===== config.mk =====
export PLATFORM = sky130hd
export DESIGN_NAME = operand_read_seq
export DESIGN_NICKNAME = d
export VERILOG_FILES = /design/src/rtl/opseq_pkg.sv /design/src/rtl/opseq_ctrl.sv /design/src/rtl/opseq_list.sv /design/src/rtl/opseq_beat.sv /design/src/rtl/operand_read_seq.sv
export SDC_FILE = /design/constraint.sdc
export NUM_CORES = 1
export LEC_CHECK = 0
export BUFFER_PORTS_ARGS = -buffer_cell sky130_fd_sc_hd__buf_2
export CAP_MARGIN = 20
export CORE_ASPECT_RATIO = 1.2
export CORE_MARGIN = 4
export CORE_UTILIZATION = 49
export CTS_BUF_LIST = sky130_fd_sc_hd__clkbuf_4
export DETAILED_ROUTE_END_ITERATION = 10
export GPL_TIMING_DRIVEN = 0
export PLACE_DENSITY_LB_ADDON = 0.1
export SLEW_MARGIN = 10
export SYNTH_ARGS = -nofsm -noshare
export SYNTH_HDL_FRONTEND = slang
export SYNTH_HIERARCHICAL = 1
export SYNTH_SLANG_ARGS = --single-unit
export TNS_END_PERCENT = 50

===== constraint.sdc =====
create_clock -name clk -period 6.65 [get_ports clk]
set_input_delay 1.33 -clock clk [delete_from_list [all_inputs] [get_ports clk]]
set_output_delay 1.33 -clock clk [all_outputs]
set_load 0.05 [all_outputs]

===== src/rtl/opseq_pkg.sv =====
package opseq_pkg;

    localparam int LANES = 2;

    typedef enum logic [1:0] {
        ST_IDLE  = 2'd0,
        ST_READ  = 2'd1,
        ST_EMPTY = 2'd2
    } seq_state_e;

    // Control for the read cycle in progress
    typedef struct packed {
        logic active;   // a read cycle is in progress
        logic last;     // final read cycle of the request
        logic pair;     // lane 1 carries a real operand
    } step_t;

    // Limit a requested count to the supported maximum
    function automatic int unsigned clamp_count(input int unsigned req, input int unsigned max_ops);
        return (req > max_ops) ? max_ops : req;
    endfunction

endpackage


===== src/rtl/opseq_ctrl.sv =====
module opseq_ctrl
    import opseq_pkg::*;
#(
    parameter int MAX_OPS = 8,
    parameter int CNT_W   = $clog2(MAX_OPS + 1)
) (
    input  logic             clk,
    input  logic             rst,
    input  logic             start_i,
    input  logic [CNT_W-1:0] count_i,
    output logic             load_o,
    output logic [CNT_W-1:0] base_o,
    output step_t            step_o,
    output logic             stall_o,
    output logic             done_o
);
    localparam int EW = CNT_W + 1;

    seq_state_e       state_q, state_d;
    logic [CNT_W-1:0] base_q, base_d;
    logic [CNT_W-1:0] total_q, total_d;
    logic [CNT_W-1:0] eff_count;
    logic [EW-1:0]    next_b, after_pair;
    logic             accept, pair, last;

    always_comb begin
        eff_count  = CNT_W'(clamp_count(int'(count_i), MAX_OPS));
        accept     = start_i && (state_q != ST_READ);
        next_b     = {1'b0, base_q} + EW'(1);
        after_pair = {1'b0, base_q} + EW'(2);
        pair       = next_b < {1'b0, total_q};
        last       = after_pair >= {1'b0, total_q};
    end

    always_comb begin
        state_d = state_q;
        base_d  = base_q;
        total_d = total_q;
        case (state_q)
            ST_READ: begin
                if (last) state_d = ST_IDLE;
                else      base_d  = after_pair[CNT_W-1:0];
            end
            default: begin
                state_d = ST_IDLE;
                if (accept) begin
                    base_d  = '0;
                    total_d = eff_count;
                    state_d = (eff_count == '0) ? ST_EMPTY : ST_READ;
                end
            end
        endcase
    end

    always_ff @(posedge clk) begin
        if (rst) begin
            state_q <= ST_IDLE;
            base_q  <= '0;
            total_q <= '0;
        end else begin
            state_q <= state_d;
            base_q  <= base_d;
            total_q <= total_d;
        end
    end

    always_comb begin
        load_o        = accept;
        base_o        = base_q;
        step_o.active = (state_q == ST_READ);
        step_o.last   = (state_q == ST_READ) && last;
        step_o.pair   = (state_q == ST_READ) && pair;
        stall_o       = (state_q == ST_READ) && !last;
        done_o        = ((state_q == ST_READ) && last) || (state_q == ST_EMPTY);
    end


    stall_next_read_chk: assert property (@(posedge clk) disable iff (rst)
        stall_o |=> (state_q == ST_READ));


    base_step_chk: assert property (@(posedge clk) disable iff (rst)
        stall_o |=> (base_q == $past(base_q) + CNT_W'(2)));


    empty_done_chk: assert property (@(posedge clk) disable iff (rst)
        (start_i && count_i == '0 && state_q != ST_READ) |=> (done_o && !stall_o && !step_o.active));


    start_ignored_chk: assert property (@(posedge clk) disable iff (rst)
        (start_i && stall_o) |=> (base_q != '0));

endmodule


===== src/rtl/opseq_list.sv =====
module opseq_list
    import opseq_pkg::*;
#(
    parameter int MAX_OPS = 8,
    parameter int REG_AW  = 5,
    parameter int CNT_W   = $clog2(MAX_OPS + 1)
) (
    input  logic                        clk,
    input  logic                        rst,
    input  logic                        load_i,
    input  logic [MAX_OPS*REG_AW-1:0]   list_i,
    input  logic [CNT_W-1:0]            base_i,
    output logic [LANES-1:0][REG_AW-1:0] addr_o
);
    localparam int IW = CNT_W + 1;

    logic [MAX_OPS-1:0][REG_AW-1:0] regs_q;

    always_ff @(posedge clk) begin
        if (rst)         regs_q <= '0;
        else if (load_i) regs_q <= list_i;
    end

    for (genvar l = 0; l < LANES; l++) begin : g_lane
        logic [IW-1:0] idx;
        always_comb begin
            idx       = {1'b0, base_i} + IW'(l);
            addr_o[l] = '0;
            for (int k = 0; k < MAX_OPS; k++) begin
                if (idx == IW'(k)) addr_o[l] = regs_q[k];
            end
        end
    end

endmodule


===== src/rtl/opseq_beat.sv =====
module opseq_beat
    import opseq_pkg::*;
#(
    parameter int DATA_W = 32,
    parameter int CNT_W  = 4,
    parameter int SLOT_W = 3
) (
    input  logic                         clk,
    input  logic                         rst,
    input  step_t                        step_i,
    input  logic [CNT_W-1:0]             base_i,
    input  logic [LANES-1:0][DATA_W-1:0] rd_data_i,
    output logic [LANES-1:0]             rd_en_o,
    output logic                         beat_valid_o,
    output logic [LANES-1:0]             lane_vld_o,
    output logic [SLOT_W-1:0]            slot_o,
    output logic [LANES-1:0][DATA_W-1:0] data_o
);
    for (genvar l = 0; l < LANES; l++) begin : g_lane
        logic live;
        assign live = (l == 0) ? step_i.active : step_i.pair;
        always_comb begin
            rd_en_o[l]    = live;
            lane_vld_o[l] = live;
            data_o[l]     = live ? rd_data_i[l] : '0;
        end
    end

    assign beat_valid_o = step_i.active;
    assign slot_o       = step_i.active ? base_i[SLOT_W-1:0] : '0;


    lane_order_chk: assert property (@(posedge clk) disable iff (rst)
        lane_vld_o[1] |-> (lane_vld_o[0] && beat_valid_o));


    slot_even_chk: assert property (@(posedge clk) disable iff (rst)
        beat_valid_o |-> (slot_o[0] == 1'b0));


    idle_lane_zero_chk: assert property (@(posedge clk) disable iff (rst)
        !lane_vld_o[1] |-> (data_o[1] == '0 && !rd_en_o[1]));

endmodule


===== src/rtl/operand_read_seq.sv =====
module operand_read_seq
    import opseq_pkg::*;
#(
    parameter int MAX_OPS = 8,
    parameter int REG_AW  = 5,
    parameter int DATA_W  = 32,
    parameter int CNT_W   = $clog2(MAX_OPS + 1),
    parameter int SLOT_W  = $clog2(MAX_OPS)
) (
    input  logic                      clk,
    input  logic                      rst,
    input  logic                      start_i,
    input  logic [MAX_OPS*REG_AW-1:0] src_list_i,
    input  logic [CNT_W-1:0]          op_count_i,
    output logic                      rd_en_a_o,
    output logic [REG_AW-1:0]         rd_addr_a_o,
    input  logic [DATA_W-1:0]         rd_data_a_i,
    output logic                      rd_en_b_o,
    output logic [REG_AW-1:0]         rd_addr_b_o,
    input  logic [DATA_W-1:0]         rd_data_b_i,
    output logic                      beat_valid_o,
    output logic [1:0]                lane_vld_o,
    output logic [SLOT_W-1:0]         slot_o,
    output logic [DATA_W-1:0]         lane0_data_o,
    output logic [DATA_W-1:0]         lane1_data_o,
    output logic                      fetch_stall_o,
    output logic                      done_o
);
    logic                         load;
    logic [CNT_W-1:0]             base;
    step_t                        step;
    logic [LANES-1:0][REG_AW-1:0] addr;
    logic [LANES-1:0][DATA_W-1:0] rdata, odata;
    logic [LANES-1:0]             rden;

    opseq_ctrl #(.MAX_OPS(MAX_OPS), .CNT_W(CNT_W)) u_ctrl (
        .clk(clk), .rst(rst), .start_i(start_i), .count_i(op_count_i),
        .load_o(load), .base_o(base), .step_o(step),
        .stall_o(fetch_stall_o), .done_o(done_o)
    );

    opseq_list #(.MAX_OPS(MAX_OPS), .REG_AW(REG_AW), .CNT_W(CNT_W)) u_list (
        .clk(clk), .rst(rst), .load_i(load), .list_i(src_list_i),
        .base_i(base), .addr_o(addr)
    );

    assign rdata = {rd_data_b_i, rd_data_a_i};

    opseq_beat #(.DATA_W(DATA_W), .CNT_W(CNT_W), .SLOT_W(SLOT_W)) u_beat (
        .clk(clk), .rst(rst), .step_i(step), .base_i(base), .rd_data_i(rdata),
        .rd_en_o(rden), .beat_valid_o(beat_valid_o), .lane_vld_o(lane_vld_o),
        .slot_o(slot_o), .data_o(odata)
    );

    assign rd_en_a_o    = rden[0];
    assign rd_en_b_o    = rden[1];
    assign rd_addr_a_o  = addr[0];
    assign rd_addr_b_o  = addr[1];
    assign lane0_data_o = odata[0];
    assign lane1_data_o = odata[1];


    done_at_last_chk: assert property (@(posedge clk) disable iff (rst)
        (beat_valid_o && !fetch_stall_o) |-> done_o);


    stall_has_beat_chk: assert property (@(posedge clk) disable iff (rst)
        fetch_stall_o |-> (beat_valid_o && lane_vld_o == 2'b11));

endmodule


Word level (Yosys, flattened, before mapping)
Cells that the tools add are included.
Widths: inputs -> output; s select.
{"block": "totals", "register_bits": 50, "in_bits": 111, "out_inout_bits": 84}
{"block": "op_classes", "n_lt_le_gt_ge": 3, "add_sub_neg": 2, "eq_ne": 19, "n_reduce_logical": 12, "bitwise_logic": 1, "muxes": 27}
{"op": "$mux 5", "count": 16}
{"op": "$mux 32", "count": 2}
{"op": "$eq 5x3->1 const B", "count": 4}
{"op": "$eq 4x3->1 const B", "count": 4}
{"op": "$mux 4", "count": 4}
{"op": "$eq 5x2->1 const B", "count": 2}
{"op": "$logic_not 5->1", "count": 2}
{"op": "$eq 4x2->1 const B", "count": 2}
{"op": "$mux 2", "count": 4}
{"op": "$add 4x1->5 const B", "count": 1}
{"op": "$add 4x2->5 const B", "count": 1}
{"op": "$eq 5x1->1 const B", "count": 1}
{"op": "$ge 5x4->1", "count": 1}
{"op": "$lt 5x4->1", "count": 1}
{"op": "$eq 4x1->1 const B", "count": 1}
{"op": "$gt 4x4->1 const B", "count": 1}
{"op": "$logic_and 1x1->1", "count": 4}
{"op": "$logic_not 4->1", "count": 1}
{"op": "$ne 2x2->1 const B", "count": 2}
{"op": "$reduce_and 2->1", "count": 2}
{"op": "$mux 3", "count": 1}
{"op": "$eq 2x1->1 const B", "count": 1}
{"op": "$eq 2x2->1 const B", "count": 1}
{"op": "$ne 2x1->1 const B", "count": 1}
{"op": "other kinds (4)", "count": 4}

Depth between registers and ports, before layout
Gate-level depths: netlist of the first run.
{"block": "depth", "depth_word": 10, "depth_mapped": 7, "depth_no_buf": 7}

Cells and area by module
The synthesis of the first run kept the hierarchy.
{"module": "opseq_list", "instances": 1, "area_per_inst_um2": 2287.2, "cells_each": 265}
{"module": "opseq_ctrl", "instances": 1, "area_per_inst_um2": 601.8, "cells_each": 71}
{"module": "opseq_beat", "instances": 1, "area_per_inst_um2": 530.5, "cells_each": 78}

Worst setup path before layout of the first run
OpenSTA, ideal clock, no wires.
{"block": "synth_timing", "kind": "reg2out", "start": "reg u_ctrl.base_q[3], in the netlist u_ctrl/base_o[3]", "end": "out lane1_data_o[10]", "path_slack_ns": 3.003, "t_arrival_ns": 2.317, "t_required_ns": 5.320, "n_path_buf": 2, "path_stages_with_launch": 6, "path_cell_list": "dfxtp_1 -> dlygate4sd3_1 -> ha_1 -> a211oi_1 -> clkbuf_2 -> and2_1"}
{"element": "start, declared", "line_no": "opseq_ctrl.sv:20", "rtl": "logic [CNT_W-1:0] base_q, base_d;"}
{"element": "start signal, assigned", "line_no": "opseq_ctrl.sv:62", "rtl": "base_q <= base_d;"}
{"element": "end, declared", "line_no": "operand_read_seq.sv:25", "rtl": "output logic [DATA_W-1:0] lane1_data_o,"}

==> run_results.csv, run 1 <==
group,metric,value,unit
critical_path,slowest_stage,"dlygate4sd3_1",
timing,worstMarginPinSlew,0.716,ns
critical_path,cp_max_fo,10,
placement,post-dp-hpwl,8400,µm
route,drt_iter0_markers,229,
route,vias_per_cell,5.17,
power,static-leakage-power,2.32,nW
die,die_h,99.5,µm
timing,rsz0062_at_grt,"no",
synth,syn-num-nets,531,
finish,layout-drive-gt1-share,45.9,%
finish,diodes,0,
synth,synth_cells,413,
global_routing,antenna_found_initial,0,
die,dieWidth,84.2,µm
timing,hold-worst-slack,0.460,ns
finish,final_util,66.9,%
route,drt-total-wl,10400,µm
critical_path,path_class,"flop to primary output",
critical_path,reg2reg_from,"u_ctrl/base_o[2]",
finish,layout_commonest_cell,"buf_2",
route,num_vias,3617,
cts,post_cts_buffers,0,
synth,yosys_warnings,6,
cts,ctsResizeCount,0,
min_path,min_path_cells,2,
critical_path,slowest_delay,0.60,ns
die,rows,33,
finish,area_growth,33.4,%
critical_path,cp-start-kind,"flop",
timing,fin_crit_sh,65.3,%
critical_path,worstPathCellList,"dlygate4sd3_1, ha_1, a211oi_1, clkbuf_2, and2_1, buf_2",
route,drc,0,
synth,synthesis.area,3420,µm²
die,initial_core_util,50.1,%
cts,cts_tree,"built",
placement,gp_congestion,0.906,
critical_path,r2r_cells,7,
critical_path,r2r_slack,4.51,ns
cts,htree_levels,2,
route,firstDrtPassIters,5,
global_routing,grt_usage,23.7,%
die,core,6810,µm²
timing,fmax,230,MHz
timing,post-route-min-period,4.34,ns
finish,layout.cells.non_filler,699,
placement,dpl.cell_count,692,
cts,clk_latency,0.36,ns
timing,fin_setup_tns,0,ns
timing,relSlewSlack,52.0,%
critical_path,arrival,3.01,ns
route,wl_per_cell,14.8,µm
job,maxCapViolCount,0,
cts,ctsHoldBuffers,0,
global_routing,grt_max_degree,15,
power,power_density,180,nW/µm²
cts,clock-sinks,49,
finish,layout_common_cells,"199 x buf_2, 62 x nor2_1, 49 x dfxtp_1",
route,antenna_left,0,
cts,cts_max_path_buffers,2,
cts,numCtsBuffers,5,
cts,root_buffer,"clkbuf_4",
critical_path,required,5.32,ns
synth,synth_area_per_cell,8.27,µm²
timing,slew_violations,0,
critical_path,timing.rr.end,"u_ctrl/base_o[1]",
min_path,min_from,"u_ctrl/total_q[1]",
critical_path,end_kind,"primary output",
die,die_area,8380,µm²
timing,setup_violations,0,
outcome,status,"complete, no violations",
global_routing,grt_pass1_wl,16300,µm
finish,fin_nets,730,
min_path,min_path_type,"flop to flop",
global_routing,grt_pass1_vias,3410,
cts,cts.clk_slew.worst_paths,0.13,ns
die,boundaryPins,195,
timing,final-hold-violation-count,0,
placement,portBuffers,192,
finish,n_fill_cell,601,
power,ir_drop,0.145,mV
timing,fin_worst_skew,0.00793,ns
min_path,hold_end,"u_ctrl/total_q[1]",
global_routing,overflow,0,
## state kept, by name (all words and copies together) (netlist names)
| register | cells |
|---|---|
| u_ctrl/base_o | 3 |
| u_list/regs_q | 40 |
| u_ctrl/state_q | 2 |
| u_ctrl/total_q | 4 |
## critical path, delay by kind of cell, from the launching register on
family,cells,cell delay (ns)
AO/OA/AOI/OAI,1,0.60
adder cells (fa/ha/maj),1,0.22
buffers and inverters,3,1.17
flip-flops,1,0.51
AND/OR/NAND/NOR,1,0.16
## worst max-delay path by stage
stage,startpoint,to,cells after the start
3_3_place_gp,u_ctrl/base_o[3],lane1_data_o[29],6
3_5_place_dp,u_ctrl/base_o[3],lane1_data_o[28],6
5_1_grt,u_ctrl/base_o[3],lane1_data_o[10],6
2_1_floorplan,u_ctrl/base_o[3],lane1_data_o[10],5
4_1_cts,u_ctrl/base_o[3],lane1_data_o[28],6
6_report,u_ctrl/base_o[3],lane1_data_o[28],6
## per-stage QoR
| step | power, mW | setup WS, ns | instance area [µm²] |
|---|---|---|---|
| after floorplan | 0.571 | 3.00 | 3420 |
| after global placement | 0.653 | 2.73 | 4490 |
| after detailed placement | 0.657 | 2.65 | 4490 |
| after CTS | 0.826 | 2.23 | 4560 |
| after global routing | 0.865 | 2.08 | 4560 |
| final | 0.822 | 2.31 | 4560 |
## area by class of cell
cell class | count | area [µm²] | share of cell area (%)
buffer | 36 | 223 | 4.89
multi-input combinational | 315 | 2160 | 47.5
tap | 87 | 109 | 2.39
clock buffer | 5 | 37.5 | 0.823
sequential | 49 | 981 | 21.5
inverter | 13 | 48.8 | 1.07
clock inverter | 2 | 35.0 | 0.769
timing repair buffer | 192 | 961 | 21.1
## per-layer routing
layer | GRT usage, % | wire, µm | vias to the layer above
met3 | 4.06 | 772 | 23
li1 | - | - | 1798
met5 | 0 | 0 | -
met2 | 41.9 | 5290 | 161
met1 | 28.2 | 3920 | 1635
met4 | 10.4 | 379 | 0
## power breakdown
group | total (mW) | switching, mW | internal, mW
Sequential | 0.331 | 0.0180 | 0.313
Combinational | 0.323 | 0.206 | 0.117
Clock | 0.169 | 0.0924 | 0.0767
Total | 0.822 | 0.317 | 0.506
Power figures use the tool's default switching activity.
==> inputs of run 2 (changes only) <==
CORE_UTILIZATION = 46   (was 49)
clock period = 4.17 ns   (was 6.65 ns; I/O delays follow)
==> run 2 against run 1 <==
- global-route usage down 1.2 points
- cell count is 0.57% higher
- non-clock buffer count stayed put
- cell area fell by 0.30%
- highest routed layer unchanged
- largest power group unchanged
- critical path type unchanged
==> run_results.csv, run 2 (synthesized netlist as in run 1, its figures left out) <==
group,metric,value,unit
critical_path,slowest_stage,"dlygate4sd3_1",
power,seq_power_share,41.9,%
timing,post-route-min-period,3.86,ns
cts,clock-sinks,49,
cts,numCtsBuffers,5,
placement,dpl_cell_area,4490,µm²
global_routing,grt_usage,22.6,%
finish,stdcell_area,4540,µm²
finish,layout-drive-gt1-share,46.0,%
finish,largest_register_ff_count,40,
critical_path,worstPathCellList,"dlygate4sd3_1, ha_1, a211oi_1, clkbuf_2, and2_1, buf_2",
route,top_layer_used,"met4",
critical_path,r2r_slack,2.05,ns
route,firstDrtPassIters,4,
timing,rsz0062_at_grt,"no",
power,internal_power,0.748,mW
critical_path,r2r_cells,7,
global_routing,antenna_found_initial,0,
power,combPwrFrac,41.0,%
critical_path,slowest_delay,0.61,ns
cts,htree_levels,2,
cts,ctsHoldBuffers,0,
finish,area_growth,33.0,%
critical_path,critPathBufInv,3,
cts,cts_max_path_buffers,2,
global_routing,grt_pass1_vias,3302,
critical_path,reg2reg_from,"u_ctrl/base_o[2]",
critical_path,required,3.34,ns
finish,layout_common_cells,"199 x buf_2, 62 x nor2_1, 49 x dfxtp_1",
global_routing,overflow,0,
power,power_density,277,nW/µm²
timing,setup_violations,0,
global_routing,grt_pass1_wl,15900,µm
cts,cts.clk_slew.worst_paths,0.14,ns
die,boundaryPins,195,
placement,post-dp-hpwl,8620,µm
min_path,min_path_type,"flop to flop",
outcome,status,"complete, no violations",
min_path,min_from,"u_ctrl/total_q[1]",
timing,fin_crit_sh,92.7,%
die,rows,34,
finish,n_fill_cell,701,
power,ir_drop,0.182,mV
route,drc,0,
timing,fin_worst_skew,0.00654,ns
critical_path,cp_max_fo,10,
min_path,min_path_cells,2,
finish,layout_commonest_cell,"buf_2",
finish,ff_latch_area,981,µm²
timing,relSlewSlack,53.4,%
timing,final-hold-violation-count,0,
power,netSwitchingFraction,40.5,%
cts,ctsResizeCount,0,
finish,diodes,0,
route,dr_wl_met2,5510,µm
placement,gp_congestion,0.964,
die,initial_core_util,47.2,%
power,static-leakage-power,2.31,nW
critical_path,cp-start-kind,"flop",
power,netSwitchingPower,0.510,mW
route,met1_length,3960,µm
finish,multiInputGateArea,2160,µm²
die,dieWidth,86.7,µm
critical_path,path_class,"flop to primary output",
power,pwr-share-clk,17.1,%
finish,fin_nets,730,
route,antenna_left,0,
finish,layout.cells.non_filler,703,
die,die_h,102,µm
critical_path,arrival,3.03,ns
route,vias_per_cell,5.15,
die,core,7230,µm²
critical_path,end_kind,"primary output",
finish,final_util,62.8,%
timing,slew_violations,0,
critical_path,cp_top_family,"buffers and inverters",
placement,dpl.cell_count,695,
power,power,1.26,mW
finish,top_register,"u_list/regs_q",
route,drt-total-wl,10600,µm
cts,clk_latency,0.37,ns
cts,root_buffer,"clkbuf_4",
placement,portBuffers,192,
critical_path,timing.rr.end,"u_ctrl/base_o[1]",
job,maxCapViolCount,0,
timing,fin_setup_tns,0,ns
route,wl_per_cell,15.0,µm
timing,fmax,259,MHz
global_routing,grt_max_degree,16,
route,wl_met3,813,µm
min_path,hold_end,"u_ctrl/total_q[1]",
die,die_area,8870,µm²
timing,worstMarginPinSlew,0.694,ns
cts,post_cts_buffers,0,
cts,cts_tree,"built",
route,drt_iter0_markers,175,
route,num_vias,3619,
-- run 2: cell count changes in the layout (fill, tap and decap cells not counted) --
cell and change:
clkinvlp_4 +1, clkinv_2 +1, bufinv_16 -1
-- run 2: tightest hold or removal path: stages, from the launching register on --
cell and delay [ns]:
dfxtp_1 0.33, nand2_1 0.05, a21oi_1 0.05
-- run 2: how the worst max path moves through the flow --
| stage | slack [ns] | to | startpoint | depth (start not counted) |
|---|---|---|---|---|
| final | 0.31 | lane1_data_o[16] | u_ctrl/base_o[3] | 6 |
| after global routing | 0.1 | lane1_data_o[12] | u_ctrl/base_o[3] | 6 |
| after CTS | 0.25 | lane1_data_o[16] | u_ctrl/base_o[3] | 6 |
| after floorplan | 1.02 | lane1_data_o[10] | u_ctrl/base_o[3] | 5 |
| after global placement | 0.71 | lane1_data_o[10] | u_ctrl/base_o[3] | 6 |
| after detailed placement | 0.68 | lane1_data_o[16] | u_ctrl/base_o[3] | 6 |
-- run 2: routing by layer --
layer  global-route usage, %  vias up
li1                        -     1790
met1                    25.5     1663
met2                    42.3      148
met3                    3.79       18
met4                    7.91        0
met5                       0        -
-- run 2: per-stage QoR --
| stage | worst slack (ns) | hold slack (ns) |
|---|---|---|
| after floorplan | 1.02 | 0.432 |
| final | 0.306 | 0.463 |
| after CTS | 0.249 | 0.466 |
| after global placement | 0.705 | 0.444 |
| after global routing | 0.0982 | 0.489 |
| after detailed placement | 0.683 | 0.447 |
-- run 2: cell type report --
type	instances	area share [%]
clock buffer	5	0.826
tap	90	2.48
multi-input combinational	315	47.6
buffer	36	4.90
timing repair buffer	192	21.1
clock inverter	3	0.385
inverter	13	1.07
sequential	49	21.6
-- run 2: power groups by stage --
stage / clock [mW] / sequential (mW) / combinational, mW
final: 0.215 / 0.527 / 0.516
after global routing: 0.242 / 0.530 / 0.556
after CTS: 0.225 / 0.526 / 0.515
after detailed placement: 0 / 0.537 / 0.513
after global placement: 0 / 0.536 / 0.506
after floorplan: 0 / 0.526 / 0.384
==> inputs of run 3 (changes only) <==
CORE_ASPECT_RATIO = 0.9   (was 1.2)
SETUP_SLACK_MARGIN = 0.15   (was not set)
==> run 3 against run 2 <==
- via count grew 2.5%
- clock-buffer cell count is 1 higher
- clock skew up 0.013 ns
- critical endpoint is now lane1_data_o[17]
- largest power group unchanged
==> run_results.csv, run 3 (synthesized netlist as in run 1, its figures left out) <==
group,metric,value,unit
outcome,status,"complete, no violations",
finish,layout-drive-gt1-share,46.2,%
route,vias_per_cell,5.24,
finish,multiInputGateArea,2170,µm²
critical_path,r2r_cells,7,
timing,fin_worst_skew,0.0198,ns
placement,gp_congestion,0.926,
cts,root_buffer,"clkbuf_4",
global_routing,grt_usage,23.9,%
finish,final_util,63.8,%
critical_path,reg2reg_from,"u_ctrl/base_o[2]",
timing,hold-worst-slack,0.474,ns
critical_path,r2r_slack,2.09,ns
die,die_h,89.8,µm
timing,timing.final.ws_setup,0.501,ns
cts,numCtsBuffers,5,
route,firstDrtPassIters,5,
power,power,1.28,mW
timing,relSlewSlack,66.8,%
cts,cts_tree,"built",
critical_path,startpoint,"u_ctrl/base_o[3]",
timing,slew_violations,0,
die,boundaryPins,195,
route,wl_per_cell,15.8,µm
timing,final-hold-violation-count,0,
die,initial_core_util,47.8,%
route,drc,0,
power,ir_drop,0.231,mV
cts,clock-sinks,49,
finish,n_fill_cell,667,
global_routing,overflow,0,
timing,setup_violations,0,
route,num_vias,3708,
finish,ff_latch_area,981,µm²
finish,top_register,"u_list/regs_q",
timing,rsz0062_at_grt,"no",
timing,post-route-min-period,3.67,ns
finish,layout_common_cells,"199 x buf_2, 62 x nor2_1, 49 x dfxtp_1",
cts,cts.clk_slew.worst_paths,0.15,ns
finish,layout_commonest_cell,"buf_2",
min_path,min_path_type,"flop to flop",
finish,area_growth,33.5,%
critical_path,crit_path_end,"lane1_data_o[17]",
cts,clk_latency,0.36,ns
timing,fin_setup_tns,0,ns
placement,post-dp-hpwl,9270,µm
die,die_area,8870,µm²
critical_path,cp_max_fo,10,
timing,fmax,273,MHz
route,antenna_left,0,
critical_path,path_class,"flop to primary output",
cts,htree_levels,2,
power,power_density,280,nW/µm²
finish,fin_nets,730,
route,drt_iter0_markers,290,
route,drt-total-wl,11200,µm
global_routing,grt_max_degree,16,
global_routing,grt_pass1_vias,3389,
global_routing,antenna_found_initial,1,
die,core,7150,µm²
die,dieWidth,98.8,µm
job,maxCapViolCount,0,
power,static-leakage-power,2.32,nW
finish,largest_register_ff_count,40,
critical_path,arrival,2.83,ns
cts,ctsResizeCount,1,
critical_path,timing.rr.end,"u_ctrl/base_o[1]",
global_routing,grt_pass1_wl,17600,µm
timing,fin_crit_sh,88.0,%
cts,cts_max_path_buffers,2,
cts,ctsHoldBuffers,0,
timing,worstMarginPinSlew,0.498,ns
critical_path,cp-start-kind,"flop",
placement,portBuffers,192,
die,rows,29,
placement,place_ws,0.533,ns
critical_path,required,3.34,ns
cts,post_cts_buffers,0,
critical_path,end_kind,"primary output",
[run 3: stage by stage]
step / cell area, µm² / std cells
floorplan: 3420 / 413
global placement: 4490 / 698
detailed placement: 4490 / 698
CTS: 4560 / 706
global route: 4560 / 707
finish: 4560 / 707
[run 3: worst min path at each step]
stage / from / to / cells after the start
floorplan: u_ctrl/total_q[1] / u_ctrl/total_q[1] / 2
global placement: u_ctrl/total_q[2] / u_ctrl/total_q[2] / 2
detailed placement: u_ctrl/total_q[1] / u_ctrl/total_q[1] / 2
CTS: u_ctrl/total_q[1] / u_ctrl/total_q[1] / 2
global route: u_ctrl/total_q[1] / u_ctrl/total_q[1] / 2
finish: u_ctrl/total_q[1] / u_ctrl/total_q[1] / 2
[run 3: cell type report]
cell class | count | share of cell area [%]
Timing Repair Buffer | 192 | 21.1
Sequential cell | 49 | 21.5
Multi-Input combinational cell | 315 | 47.6
Clock buffer | 6 | 0.988
Clock inverter | 2 | 0.302
Tap cell | 93 | 2.55
Buffer | 36 | 4.88
Inverter | 13 | 1.07
Antenna cell | 1 | 0.0549
[run 3: critical path: stages (launching register included)]
cell,delay [ns]
dfxtp_1,0.49
dlygate4sd3_1,0.59
ha_1,0.23
a211oi_2,0.45
clkbuf_2,0.27
and2_1,0.18
buf_2,0.27
[run 3: metal layers]
layer  wire length, µm  vias to the layer above  share of wire [%]  global-route usage (%)
li1                  -                     1800                  -                       -
met1              4720                     1712                 42                    31.7
met2              5270                      177                 47                    39.9
met3               986                       19                8.8                    4.57
met4               195                        0                1.7                    5.57
met5                 0                        -                  0                       0
[run 3: report_power, final]
group	total, mW	internal (mW)	switching [mW]
sequential	0.528	0.499	0.0293
clock	0.224	0.0742	0.150
combinational	0.524	0.187	0.337
total	1.28	0.759	0.517
